$ cat config.mk
export PLATFORM = sky130hd
export DESIGN_NAME = dma_wm_req
export DESIGN_NICKNAME = d
export VERILOG_FILES = /design/src/rtl/wm_dma_pkg.sv /design/src/rtl/wm_level_cmp.sv /design/src/rtl/wm_beat_cnt.sv /design/src/rtl/wm_req_fsm.sv /design/src/rtl/dma_wm_req.sv
export SDC_FILE = /design/constraint.sdc
export NUM_CORES = 1
export LEC_CHECK = 0
export ABC_AREA = 1
export BUFFER_PORTS_ARGS = -buffer_cell sky130_fd_sc_hd__buf_2
export CAP_MARGIN = 40
export CORE_MARGIN = 2
export CORE_UTILIZATION = 23
export DETAILED_ROUTE_END_ITERATION = 12
export SKIP_CTS_REPAIR_TIMING = 1
export SYNTH_ARGS = -nofsm -noshare
export SYNTH_HDL_FRONTEND = slang
export SYNTH_SLANG_ARGS = --single-unit
$ cat constraint.sdc
create_clock -name clk -period 2.1 [get_ports clk]
set_input_delay 0.21 -clock clk [delete_from_list [all_inputs] [get_ports clk]]
set_output_delay 0.21 -clock clk [all_outputs]
set_load 0.1 [all_outputs]
$ cat src/rtl/wm_dma_pkg.sv
// Package: shared types for the watermark request channels.
// Assumes: nothing beyond standard SystemVerilog.
package wm_dma_pkg;

    // Per-channel request state.
    typedef enum logic [1:0] {
        CH_IDLE  = 2'd0,   // watching the threshold
        CH_PEND  = 2'd1,   // request raised, waiting for acceptance
        CH_BURST = 2'd2    // accepted, counting item strobes
    } ch_state_e;

    // Channel index for the generate loop in the top.
    localparam int DIR_TX = 0;
    localparam int DIR_RX = 1;
    localparam int NUM_DIR = 2;

endpackage

$ cat src/rtl/wm_level_cmp.sv
// Module: threshold compare for one FIFO direction.
// IS_RX = 0: hit when level <= mark (drain side).
// IS_RX = 1: hit when level >= mark + 1, computed one bit wider so it cannot wrap.
// Assumes: level and mark share the same width.
module wm_level_cmp #(
    parameter int LVL_W = 6,
    parameter bit IS_RX = 1'b0
) (
    input  logic [LVL_W-1:0] level_i,
    input  logic [LVL_W-1:0] mark_i,
    output logic             hit_o
);

    localparam int EXT_W = LVL_W + 1;

    generate
        if (IS_RX) begin : g_rx
            logic [EXT_W-1:0] lvl_ext;
            logic [EXT_W-1:0] mark_plus;
            // Widen both operands so mark + 1 never overflows.
            always_comb begin
                lvl_ext   = {1'b0, level_i};
                mark_plus = {1'b0, mark_i} + EXT_W'(1);
                hit_o     = (lvl_ext >= mark_plus);
            end
        end else begin : g_tx
            // The drain side requests at or below its mark.
            always_comb hit_o = (level_i <= mark_i);
        end
    endgenerate

endmodule

$ cat src/rtl/wm_beat_cnt.sv
// Module: counts the item strobes of one accepted burst.
// On load it captures the burst length and clears the count. last_o pulses on
// the strobe that completes the burst. A length of 0 is treated as 1.
// Assumes: load_i and active_i are never both high.
module wm_beat_cnt #(
    parameter int BURST_W = 6
) (
    input  logic               clk,
    input  logic               rst_n,
    input  logic               load_i,
    input  logic [BURST_W-1:0] len_i,
    input  logic               active_i,
    input  logic               beat_i,
    output logic               last_o
);

    localparam int EXT_W = BURST_W + 1;

    logic [BURST_W-1:0] cnt_q;
    logic [BURST_W-1:0] len_q;
    logic [BURST_W-1:0] eff_len;
    logic [EXT_W-1:0]   cnt_next;

    // Effective length and the count after this strobe.
    always_comb begin
        eff_len  = (len_q == '0) ? BURST_W'(1) : len_q;
        cnt_next = {1'b0, cnt_q} + EXT_W'(1);
        last_o   = active_i && beat_i && (cnt_next >= {1'b0, eff_len});
    end

    // Capture the length on load; count strobes while active.
    always_ff @(posedge clk) begin
        if (!rst_n) begin
            cnt_q <= '0;
            len_q <= '0;
        end else if (load_i) begin
            cnt_q <= '0;
            len_q <= len_i;
        end else if (active_i && beat_i) begin
            cnt_q <= last_o ? '0 : cnt_q + BURST_W'(1);
        end
    end

    // inside a burst the count stays below the captured length.
    assert_cnt_bound_R4: assert property (@(posedge clk) disable iff (!rst_n)
        active_i |-> (cnt_q < eff_len));

    // the captured length holds for the whole burst.
    assert_len_held_R11: assert property (@(posedge clk) disable iff (!rst_n)
        (active_i && !load_i) |=> (!$past(active_i) || $stable(len_q) || $past(load_i)));

endmodule

$ cat src/rtl/wm_req_fsm.sv
// Module: one request channel. It combines the threshold compare, the state
// machine and the strobe counter.
// IDLE -> PEND on a threshold hit. PEND -> BURST on acceptance.
// BURST -> IDLE on the final strobe. A low enable returns to IDLE.
// Assumes: ack and strobe are synchronous to clk.
module wm_req_fsm
    import wm_dma_pkg::*;
#(
    parameter int LVL_W   = 6,
    parameter int BURST_W = 6,
    parameter bit IS_RX   = 1'b0
) (
    input  logic               clk,
    input  logic               rst_n,
    input  logic               en_i,
    input  logic [LVL_W-1:0]   level_i,
    input  logic [LVL_W-1:0]   mark_i,
    input  logic [BURST_W-1:0] len_i,
    input  logic               ack_i,
    input  logic               beat_i,
    output logic               req_o
);

    ch_state_e state_q;
    ch_state_e state_d;
    logic      hit_w;
    logic      last_w;
    logic      load_w;
    logic      active_w;

    wm_level_cmp #(
        .LVL_W (LVL_W),
        .IS_RX (IS_RX)
    ) u_cmp (
        .level_i (level_i),
        .mark_i  (mark_i),
        .hit_o   (hit_w)
    );

    // Burst bookkeeping: load on acceptance, count while in BURST.
    always_comb begin
        load_w   = (state_q == CH_PEND) && ack_i && en_i;
        active_w = (state_q == CH_BURST) && en_i;
    end

    wm_beat_cnt #(
        .BURST_W (BURST_W)
    ) u_cnt (
        .clk      (clk),
        .rst_n    (rst_n),
        .load_i   (load_w),
        .len_i    (len_i),
        .active_i (active_w),
        .beat_i   (beat_i),
        .last_o   (last_w)
    );

    // Next-state selection for the request channel.
    always_comb begin
        state_d = state_q;
        if (!en_i) begin
            state_d = CH_IDLE;
        end else begin
            case (state_q)
                CH_IDLE:  if (hit_w)  state_d = CH_PEND;
                CH_PEND:  if (ack_i)  state_d = CH_BURST;
                CH_BURST: if (last_w) state_d = CH_IDLE;
                default:              state_d = CH_IDLE;
            endcase
        end
    end

    // State register.
    always_ff @(posedge clk) begin
        if (!rst_n) state_q <= CH_IDLE;
        else        state_q <= state_d;
    end

    // Request output: raised in PEND and BURST, gated by the enable.
    always_comb req_o = (state_q != CH_IDLE) && en_i;

    // R2 (R3 for the receive instance): a rising request follows a threshold hit.
    assert_rise_needs_hit_R2: assert property (@(posedge clk) disable iff (!rst_n)
        $rose(req_o) |-> $past(hit_w));

    // the request holds until the final strobe while enabled.
    assert_hold_in_burst_R4: assert property (@(posedge clk) disable iff (!rst_n)
        (req_o && !last_w) |=> (req_o || !en_i));

    // the final strobe is followed by a low request.
    assert_gap_after_burst_R7: assert property (@(posedge clk) disable iff (!rst_n)
        last_w |=> !req_o);

    // a low enable returns the channel to idle.
    assert_abort_idle_R8: assert property (@(posedge clk) disable iff (!rst_n)
        !en_i |=> (state_q == CH_IDLE));

endmodule

$ cat src/rtl/dma_wm_req.sv
// Module: top of the watermark burst request generator. It holds two channels,
// one for the drain-side (TX) FIFO and one for the fill-side (RX) FIFO.
// Assumes: FIFO levels are registered by the FIFOs in the same clock domain.
module dma_wm_req
    import wm_dma_pkg::*;
#(
    parameter int TX_DEPTH = 32,
    parameter int RX_DEPTH = 32,
    parameter int LVL_W    = $clog2(((TX_DEPTH > RX_DEPTH) ? TX_DEPTH : RX_DEPTH) + 1)
) (
    input  logic             clk,
    input  logic             rst_n,
    input  logic             periph_en,
    input  logic             tx_dma_en,
    input  logic             rx_dma_en,
    input  logic [LVL_W-1:0] tx_level,
    input  logic [LVL_W-1:0] rx_level,
    input  logic [LVL_W-1:0] tx_wmark,
    input  logic [LVL_W-1:0] rx_wmark,
    input  logic [LVL_W-1:0] burst_len,
    input  logic             tx_ack,
    input  logic             tx_strobe,
    input  logic             rx_ack,
    input  logic             rx_strobe,
    output logic             tx_req,
    output logic             rx_req
);

    localparam int BURST_W = LVL_W;

    logic             en_a    [NUM_DIR];
    logic [LVL_W-1:0] lvl_a   [NUM_DIR];
    logic [LVL_W-1:0] mark_a  [NUM_DIR];
    logic             ack_a   [NUM_DIR];
    logic             beat_a  [NUM_DIR];
    logic             req_a   [NUM_DIR];

    // Collect per-direction inputs into arrays for the channel loop.
    always_comb begin
        en_a[DIR_TX]   = periph_en && tx_dma_en;
        en_a[DIR_RX]   = periph_en && rx_dma_en;
        lvl_a[DIR_TX]  = tx_level;
        lvl_a[DIR_RX]  = rx_level;
        mark_a[DIR_TX] = tx_wmark;
        mark_a[DIR_RX] = rx_wmark;
        ack_a[DIR_TX]  = tx_ack;
        ack_a[DIR_RX]  = rx_ack;
        beat_a[DIR_TX] = tx_strobe;
        beat_a[DIR_RX] = rx_strobe;
    end

    generate
        for (genvar d = 0; d < NUM_DIR; d++) begin : g_ch
            wm_req_fsm #(
                .LVL_W   (LVL_W),
                .BURST_W (BURST_W),
                .IS_RX   (d == DIR_RX)
            ) u_ch (
                .clk     (clk),
                .rst_n   (rst_n),
                .en_i    (en_a[d]),
                .level_i (lvl_a[d]),
                .mark_i  (mark_a[d]),
                .len_i   (burst_len),
                .ack_i   (ack_a[d]),
                .beat_i  (beat_a[d]),
                .req_o   (req_a[d])
            );
        end
    endgenerate

    // Drive the request ports from the channel outputs.
    always_comb begin
        tx_req = req_a[DIR_TX];
        rx_req = req_a[DIR_RX];
    end

    // after a cycle with the peripheral disabled, both channels restart from idle.
    assert_periph_off_idle_R9: assert property (@(posedge clk) disable iff (!rst_n)
        !periph_en |=> (!tx_req && !rx_req));

    // the first cycle after reset shows no request.
    assert_reset_quiet_R1: assert property (@(posedge clk)
        !rst_n |=> (!tx_req && !rx_req));

endmodule

==> results.sh, run 1 <==
export IMPL_status="finished, final reports clean"
export IMPL_drtIter0Drc=115
export IMPL_syn_inst=279
export IMPL_clock_latency_ns=0.28
export IMPL_avgSynthCellArea_um2=7.36
export IMPL_area_growth_pct=21.3
export IMPL_rows=34
export IMPL_hold_path_endpoint="g_ch[0].u_ch.u_cnt.len_q[0]$_SDFFE_PN0P_"
export IMPL_critical_path_max_fanout=6
export IMPL_io_pins=41
export IMPL_cts_tree="done"
export IMPL_die_y_um=98.5
export IMPL_setup_violations=0
export IMPL_via_count=1845
export IMPL_die_area_um2=9700
export IMPL_cts_made_buffers=3
export IMPL_yosysWarningCount=0
export IMPL_dp_cells=424
export IMPL_nNetsFinal=389
export IMPL_ant_nets=0
export IMPL_synth_top_area_share_pct=27.3
export IMPL_nFillCells=956
export IMPL_final_setup_worst_slack_ns=0.143
export IMPL_drt_wl_total_um=4300
export IMPL_hold_violations=0
export IMPL_drc=0
export IMPL_min_path_cells=3
export IMPL_rsz0062_at_grt="false"
export IMPL_ys_types=31
export IMPL_post_route_period_util_pct=93.2
export IMPL_rrSetupSlack_ns=0.14
export IMPL_synth_seq_area_share_pct=27.3
export IMPL_clock_sink_count=28
export IMPL_final_cells=430
export IMPL_wl_per_cell_um=9.99
export IMPL_skew_ns=0.00838
export IMPL_port_buffers=40
export IMPL_critPathLaunchType="register"
export IMPL_netlist_area_um2=2050
export IMPL_antenna_found_initial=0
export IMPL_path_buf_inv=0
export IMPL_critPathMostFrequentCell="nor2_1"
export IMPL_period_needed_ns=1.96
export IMPL_holdCritStartpoint="burst_len[0]"
export IMPL_setup_tns_ns=0
export IMPL_yosys_register_bits=28
export IMPL_layout_drive_gt1_share_pct=28.0
export IMPL_synth_area_leaders="dfxtp_1 (27%), ha_1 (16%), nand2_1 (9.0%), inv_1 (7.3%), a21oi_1 (5.1%)"
export IMPL_grt_overflow_total=0
export IMPL_path_cells="ha_4 > nand2_4 > nor2_4 > xor2_1 > ha_1 > a21oi_1 > nor2_1 > nor2_1 > nand3_1 > nand2_2 > nand3_4 > nor2_2"
export IMPL_synth_fp_nets=345
export IMPL_viasPerCell=4.29
export IMPL_timing_rr_end="g_ch[0].u_ch.u_cnt.cnt_q[4]$_SDFFE_PP0P_"
export IMPL_power_density_nw_per_um2=452
export IMPL_min_path_type="in2reg"
export IMPL_cp_required_ns=2.32
export IMPL_grt_pass1_wl_um=7490
export IMPL_critPathSlowestCell="dfxtp_4"
export IMPL_antenna_cells=0
export IMPL_hpwl_um=3580
export IMPL_critPathKind="reg2reg"
export IMPL_tightest_slew_ns=0.490
export IMPL_slew_limit_headroom_pct=67.6
export IMPL_worstPathArrival_ns=2.18
export IMPL_grt_start_max_net_pins=17
export IMPL_rr_worst_depth=12
export IMPL_drt_pre_antenna_iters=4
export IMPL_r2r_start="g_ch[0].u_ch.u_cnt.cnt_q[0]$_SDFFE_PP0P_"
export IMPL_htreeDepth=1
export IMPL_fp_coreArea_um2=8680
export IMPL_cts_root_buf="clkbuf_8"
export IMPL_cap_viol_max_count=0
export IMPL_peakVddDrop_v=0.000212
export IMPL_start_util_pct=23.7
export IMPL_die_x_um=98.5
export IMPL_grt_pass1_vias=1786
export IMPL_cpPeakStageDelay_ns=0.38
export IMPL_grt_usage_pct=9.16
export IMPL_p_leak_nw=1.20
export IMPL_path_clk_slew_ns=0.10
export IMPL_post_place_ws_ns=0.0932
export IMPL_finalWeightedCongestion=0.802
export IMPL_clock_path_buffers=2
export IMPL_synth_top_cell_by_area="dfxtp_1"
export IMPL_critPathTopFamily="simple AND/OR/NAND/NOR gates"
export IMPL_slew_viol_final=0
export IMPL_setup_worst_path_end_class="register"
export IMPL_max_freq_mhz=511
-- layout make-up --
| cell class | count | area, um^2 | share of cell area [%] |
|---|---|---|---|
| Inverter | 46 | 173 | 6.93 |
| Timing Repair Buffer | 42 | 215 | 8.63 |
| Multi-Input combinational cell | 202 | 1330 | 53.3 |
| Clock inverter | 1 | 30.0 | 1.20 |
| Clock buffer | 3 | 41.3 | 1.66 |
| Sequential cell | 28 | 569 | 22.8 |
| Tap cell | 108 | 135 | 5.42 |
-- worst max path at each step --
stage	end	start	cells past startpoint
3_5_place_dp	g_ch[0].u_ch.u_cnt.cnt_q[4]$_SDFFE_PP0P_	g_ch[0].u_ch.u_cnt.cnt_q[0]$_SDFFE_PP0P_	12
6_report	g_ch[0].u_ch.u_cnt.cnt_q[4]$_SDFFE_PP0P_	g_ch[0].u_ch.u_cnt.cnt_q[0]$_SDFFE_PP0P_	12
4_1_cts	g_ch[0].u_ch.u_cnt.cnt_q[4]$_SDFFE_PP0P_	g_ch[0].u_ch.u_cnt.cnt_q[0]$_SDFFE_PP0P_	12
5_1_grt	g_ch[0].u_ch.u_cnt.cnt_q[4]$_SDFFE_PP0P_	g_ch[0].u_ch.u_cnt.cnt_q[1]$_SDFFE_PP0P_	12
3_3_place_gp	g_ch[0].u_ch.u_cnt.cnt_q[0]$_SDFFE_PP0P_	g_ch[0].u_ch.u_cnt.cnt_q[0]$_SDFFE_PP0P_	12
2_1_floorplan	rx_req	g_ch[1].u_ch.state_q[0]$_SDFFE_PN0P_	2
-- through the flow --
step | hold slack, ns | power, W | utilization (%) | cell area (um^2)
finish | 0.185 | 0.00113 | 28.7 | 2490
global route | 0.202 | 0.00119 | 28.7 | 2490
CTS | 0.183 | 0.00115 | 28.1 | 2440
detailed placement | 0.480 | 0.000715 | 27.3 | 2370
global placement | 0.466 | 0.000709 | 27.3 | 2370
floorplan | 0.345 | 0.000649 | - | 2050
-- worst min-delay path, cell delays in order --
cell    delay, ns
buf_2        0.09
nor2_1       0.05
nor2_1       0.08
-- flip-flops by register name, indices dropped and copies added (netlist names) --
name / cells
g_ch.u_ch.u_cnt.cnt_q: 12
g_ch.u_ch.u_cnt.len_q: 12
g_ch.u_ch.state_q: 4
-- per-layer routing --
layer  part of all wire, %  vias up  wire, um  global-route usage [%]
li1                      -      982         -                       -
met2                    52       25      2230                    17.8
met4                   1.3        0        55                    2.85
met5                     0        -         0                       0
met1                    45      833      1920                    10.3
met3                   2.1        5        90                    1.06
-- logic make-up after synthesis --
group | count (synthesis) | share of synthesized area [%]
simple gates | 115 | 27.6
buf+inv | 49 | 9.38
compound gates | 45 | 12.4
flops | 28 | 27.3
fa+ha+maj | 27 | 16.4
xor+xnor | 12 | 5.48
mux | 3 | 1.46
-- power breakdown --
group	switching (W)	total, W	leakage, nW	internal (W)
clock	0.000175	0.000431	0.0357	0.000256
sequential	0.00000294	0.000535	0.228	0.000532
combinational	0.0000904	0.000162	0.933	0.0000721
-- synthesized netlist by cell type --
library cell and number:
nand2_1 49, o21ai_0 7, nor2_1 22, a21oi_1 21, a31o_2 2, nor3_1 5, inv_2 6, nand3_1 11
xor2_2 1, buf_6 1, nand2_4 1, buf_2 1, buf_1 1, xor2_1 8, nand3b_1 2, nand2_2 3
dfxtp_1 28, ha_1 27, nor3b_1 1, a21oi_2 5, or2_1 1, o21ai_1 9, mux2i_1 3, xnor2_1 3
nor2_8 1, inv_1 40, nor2_2 14, o211ai_1 1, nand3_4 1, nand3_2 3, or2_2 1
-- placed cells by master (no fill, tap or decap), types with 2 or more instances in the layout --
cell,count
xor2_1,8
nor2_1,21
xnor2_1,3
nand2_2,3
nand3_2,3
clkbuf_8,3
inv_1,40
nor2_2,14
o21ai_1,9
nand3_1,11
buf_2,40
nor3_1,5
a21oi_2,5
o21ai_0,7
dfxtp_4,2
mux2i_1,3
nand2_4,2
nand3b_1,2
ha_1,26
dfxtp_1,25
a21oi_1,21
a31o_2,2
inv_2,6
buf_4,2
nand2_1,48
Note: power is estimated with default switching activity, not from simulation.
==> run 2, diff against run 1 <==
--- a/config.mk
+++ b/config.mk
@@ -11,6 +11,7 @@
 export CORE_MARGIN = 2
 export CORE_UTILIZATION = 23
 export DETAILED_ROUTE_END_ITERATION = 12
+export REMOVE_ABC_BUFFERS = 1
 export SKIP_CTS_REPAIR_TIMING = 1
 export SYNTH_ARGS = -nofsm -noshare
 export SYNTH_HDL_FRONTEND = slang
==> run 2 against run 1 <==
  * Flip-flop and latch count did not move
  * Setup slack improved by 0.0091 ns
  * Critical endpoint is now g_ch[0].u_ch.u_cnt.cnt_q[0]$_SDFFE_PP0P_
  * Highest routed layer unchanged
  * Register-to-register slack barely moved
  * Clock skew fell by 0.0053 ns
  * Critical path type unchanged
  * Clock power fell by 33%
  * Maximum frequency rose by 0.47%
  * Non-clock buffer count did not move
  * Cell count fell by 0.23%
  * Worst hold slack improved by 0.0071 ns
  * Via count fell by 2.6%
  * Die area did not move
  * Largest power group unchanged
  * Critical path depth did not move
==> results.sh, run 2 (synthesis gave the netlist of run 1 again) <==
export IMPL_slew_limit_headroom_pct=67.9
export IMPL_grt_pass1_wl_um=7160
export IMPL_htreeDepth=1
export IMPL_io_pins=41
export IMPL_path_clk_slew_ns=0.09
export IMPL_p_leak_nw=1.18
export IMPL_dp_cells=424
export IMPL_cp_required_ns=2.31
export IMPL_viasPerCell=4.19
export IMPL_final_cell_mix="nand2_1 (49), inv_1 (40), buf_2 (40)"
export IMPL_grt_overflow_total=0
export IMPL_grt_start_max_net_pins=17
export IMPL_status="finished, final reports clean"
export IMPL_port_buffers=40
export IMPL_top_regs="g_ch.u_ch.u_cnt.cnt_q: 12 flops, g_ch.u_ch.u_cnt.len_q: 12 flops, g_ch.u_ch.state_q: 4 flops"
export IMPL_area_growth_pct=19.8
export IMPL_cts_root_buf="clkbuf_8"
export IMPL_cts_tree="done"
export IMPL_layout_drive_gt1_share_pct=28.0
export IMPL_cap_viol_max_count=0
export IMPL_multiInputGateArea_um2=1320
export IMPL_fp_coreArea_um2=8680
export IMPL_clock_path_buffers=2
export IMPL_drt_wl_total_um=4150
export IMPL_antenna_found_initial=0
export IMPL_start_util_pct=23.7
export IMPL_die_y_um=98.5
export IMPL_cts_made_buffers=3
export IMPL_finalPower_w=0.000982
export IMPL_cpPeakStageDelay_ns=0.37
export IMPL_slew_viol_final=0
export IMPL_final_setup_worst_slack_ns=0.152
export IMPL_grt_pass1_vias=1738
export IMPL_rows=34
export IMPL_skew_ns=0.00305
export IMPL_clock_sink_count=28
export IMPL_critPathTopFamily="simple AND/OR/NAND/NOR gates"
export IMPL_final_cells=429
export IMPL_die_area_um2=9700
export IMPL_critPathSlowestCell="dfxtp_4"
export IMPL_period_needed_ns=1.95
export IMPL_critPathLaunchType="register"
export IMPL_critPathKind="reg2reg"
export IMPL_setup_worst_path_end_class="register"
export IMPL_die_x_um=98.5
export IMPL_regArea_um2=573
export IMPL_finalWeightedCongestion=0.845
export IMPL_setup_violations=0
export IMPL_max_freq_mhz=513
export IMPL_post_route_period_util_pct=92.8
export IMPL_critical_path_max_fanout=6
export IMPL_min_path_type="in2reg"
export IMPL_nNetsFinal=389
export IMPL_peakVddDrop_v=0.000215
export IMPL_drt_pre_antenna_iters=4
export IMPL_worstPathArrival_ns=2.16
export IMPL_antenna_cells=0
export IMPL_grt_usage_pct=8.82
export IMPL_tightest_slew_ns=0.484
export IMPL_whs_ns=0.192
export IMPL_postLayoutCoreUtil_pct=28.4
export IMPL_clock_latency_ns=0.27
export IMPL_path_cells="ha_1 > nand2_1 > nor2_2 > xor2_1 > ha_1 > a21oi_1 > nor2_1 > nor2_1 > nand3_1 > nand2_2 > nand3_4 > nor2_2"
export IMPL_path_buf_inv=0
export IMPL_post_place_ws_ns=0.104
export IMPL_final_common_cell="nand2_1"
export IMPL_hpwl_um=3480
export IMPL_ant_nets=0
export IMPL_hold_violations=0
export IMPL_drtIter0Drc=77
export IMPL_via_count=1797
export IMPL_nFillCells=957
export IMPL_wl_per_cell_um=9.66
export IMPL_power_density_nw_per_um2=399
export IMPL_drc=0
-- run 2: area by class of cell --
| type | count | share of cell area [%] |
|---|---|---|
| clock buffers | 3 | 1.68 |
| inverters | 46 | 7.02 |
| multi-input cells | 202 | 53.8 |
| well taps | 108 | 5.49 |
| flip-flops and latches | 28 | 23.3 |
| repair buffers | 42 | 8.74 |
-- run 2: power by group --
part	switching [W]	total (W)	internal [W]	leakage, nW
sequential	0.00000288	0.000533	0.000530	0.229
combinational	0.0000891	0.000161	0.0000720	0.926
clock	0.000159	0.000287	0.000129	0.0216
-- run 2: final timing paths --
kind                                              endpoint                                      from  cells after the start  slack [ns]
setup / recovery  g_ch[0].u_ch.u_cnt.cnt_q[0]$_SDFFE_PP0P_  g_ch[0].u_ch.u_cnt.cnt_q[0]$_SDFFE_PP0P_                     12        0.15
hold / removal    g_ch[1].u_ch.u_cnt.len_q[0]$_SDFFE_PN0P_                              burst_len[0]                      3        0.19
setup reg to reg  g_ch[0].u_ch.u_cnt.cnt_q[0]$_SDFFE_PP0P_  g_ch[0].u_ch.u_cnt.cnt_q[0]$_SDFFE_PP0P_                     12        0.15
hold reg to reg   g_ch[0].u_ch.u_cnt.len_q[2]$_SDFFE_PN0P_  g_ch[0].u_ch.u_cnt.len_q[2]$_SDFFE_PN0P_                      2        0.49
-- run 2: worst reg2reg max path, cell delays in order, from the launching register on --
cell	delay, ns
dfxtp_4	0.37
ha_1	0.16
nand2_1	0.09
nor2_2	0.10
xor2_1	0.22
ha_1	0.28
a21oi_1	0.13
nor2_1	0.05
nor2_1	0.09
nand3_1	0.09
nand2_2	0.10
nand3_4	0.12
nor2_2	0.10
-- run 2: routing by layer --
| layer | routed length [um] | GRT usage, % | up-vias | part of all wire, % |
|---|---|---|---|---|
| met1 | 1920 | 10.0 | 797 | 46 |
| met3 | 132 | 2.34 | 2 | 3.2 |
| met2 | 2080 | 16.7 | 16 | 50 |
| li1 | - | - | 982 | - |
| met4 | 14 | 1.37 | 0 | 0.34 |
| met5 | 0 | 0 | - | 0 |
-- run 2: through the flow --
step	area, um^2	setup TNS [ns]
floorplan	2030	0
global placement	2370	0
detailed placement	2370	0
CTS	2410	0
global route	2460	-0.000553
finish	2460	0
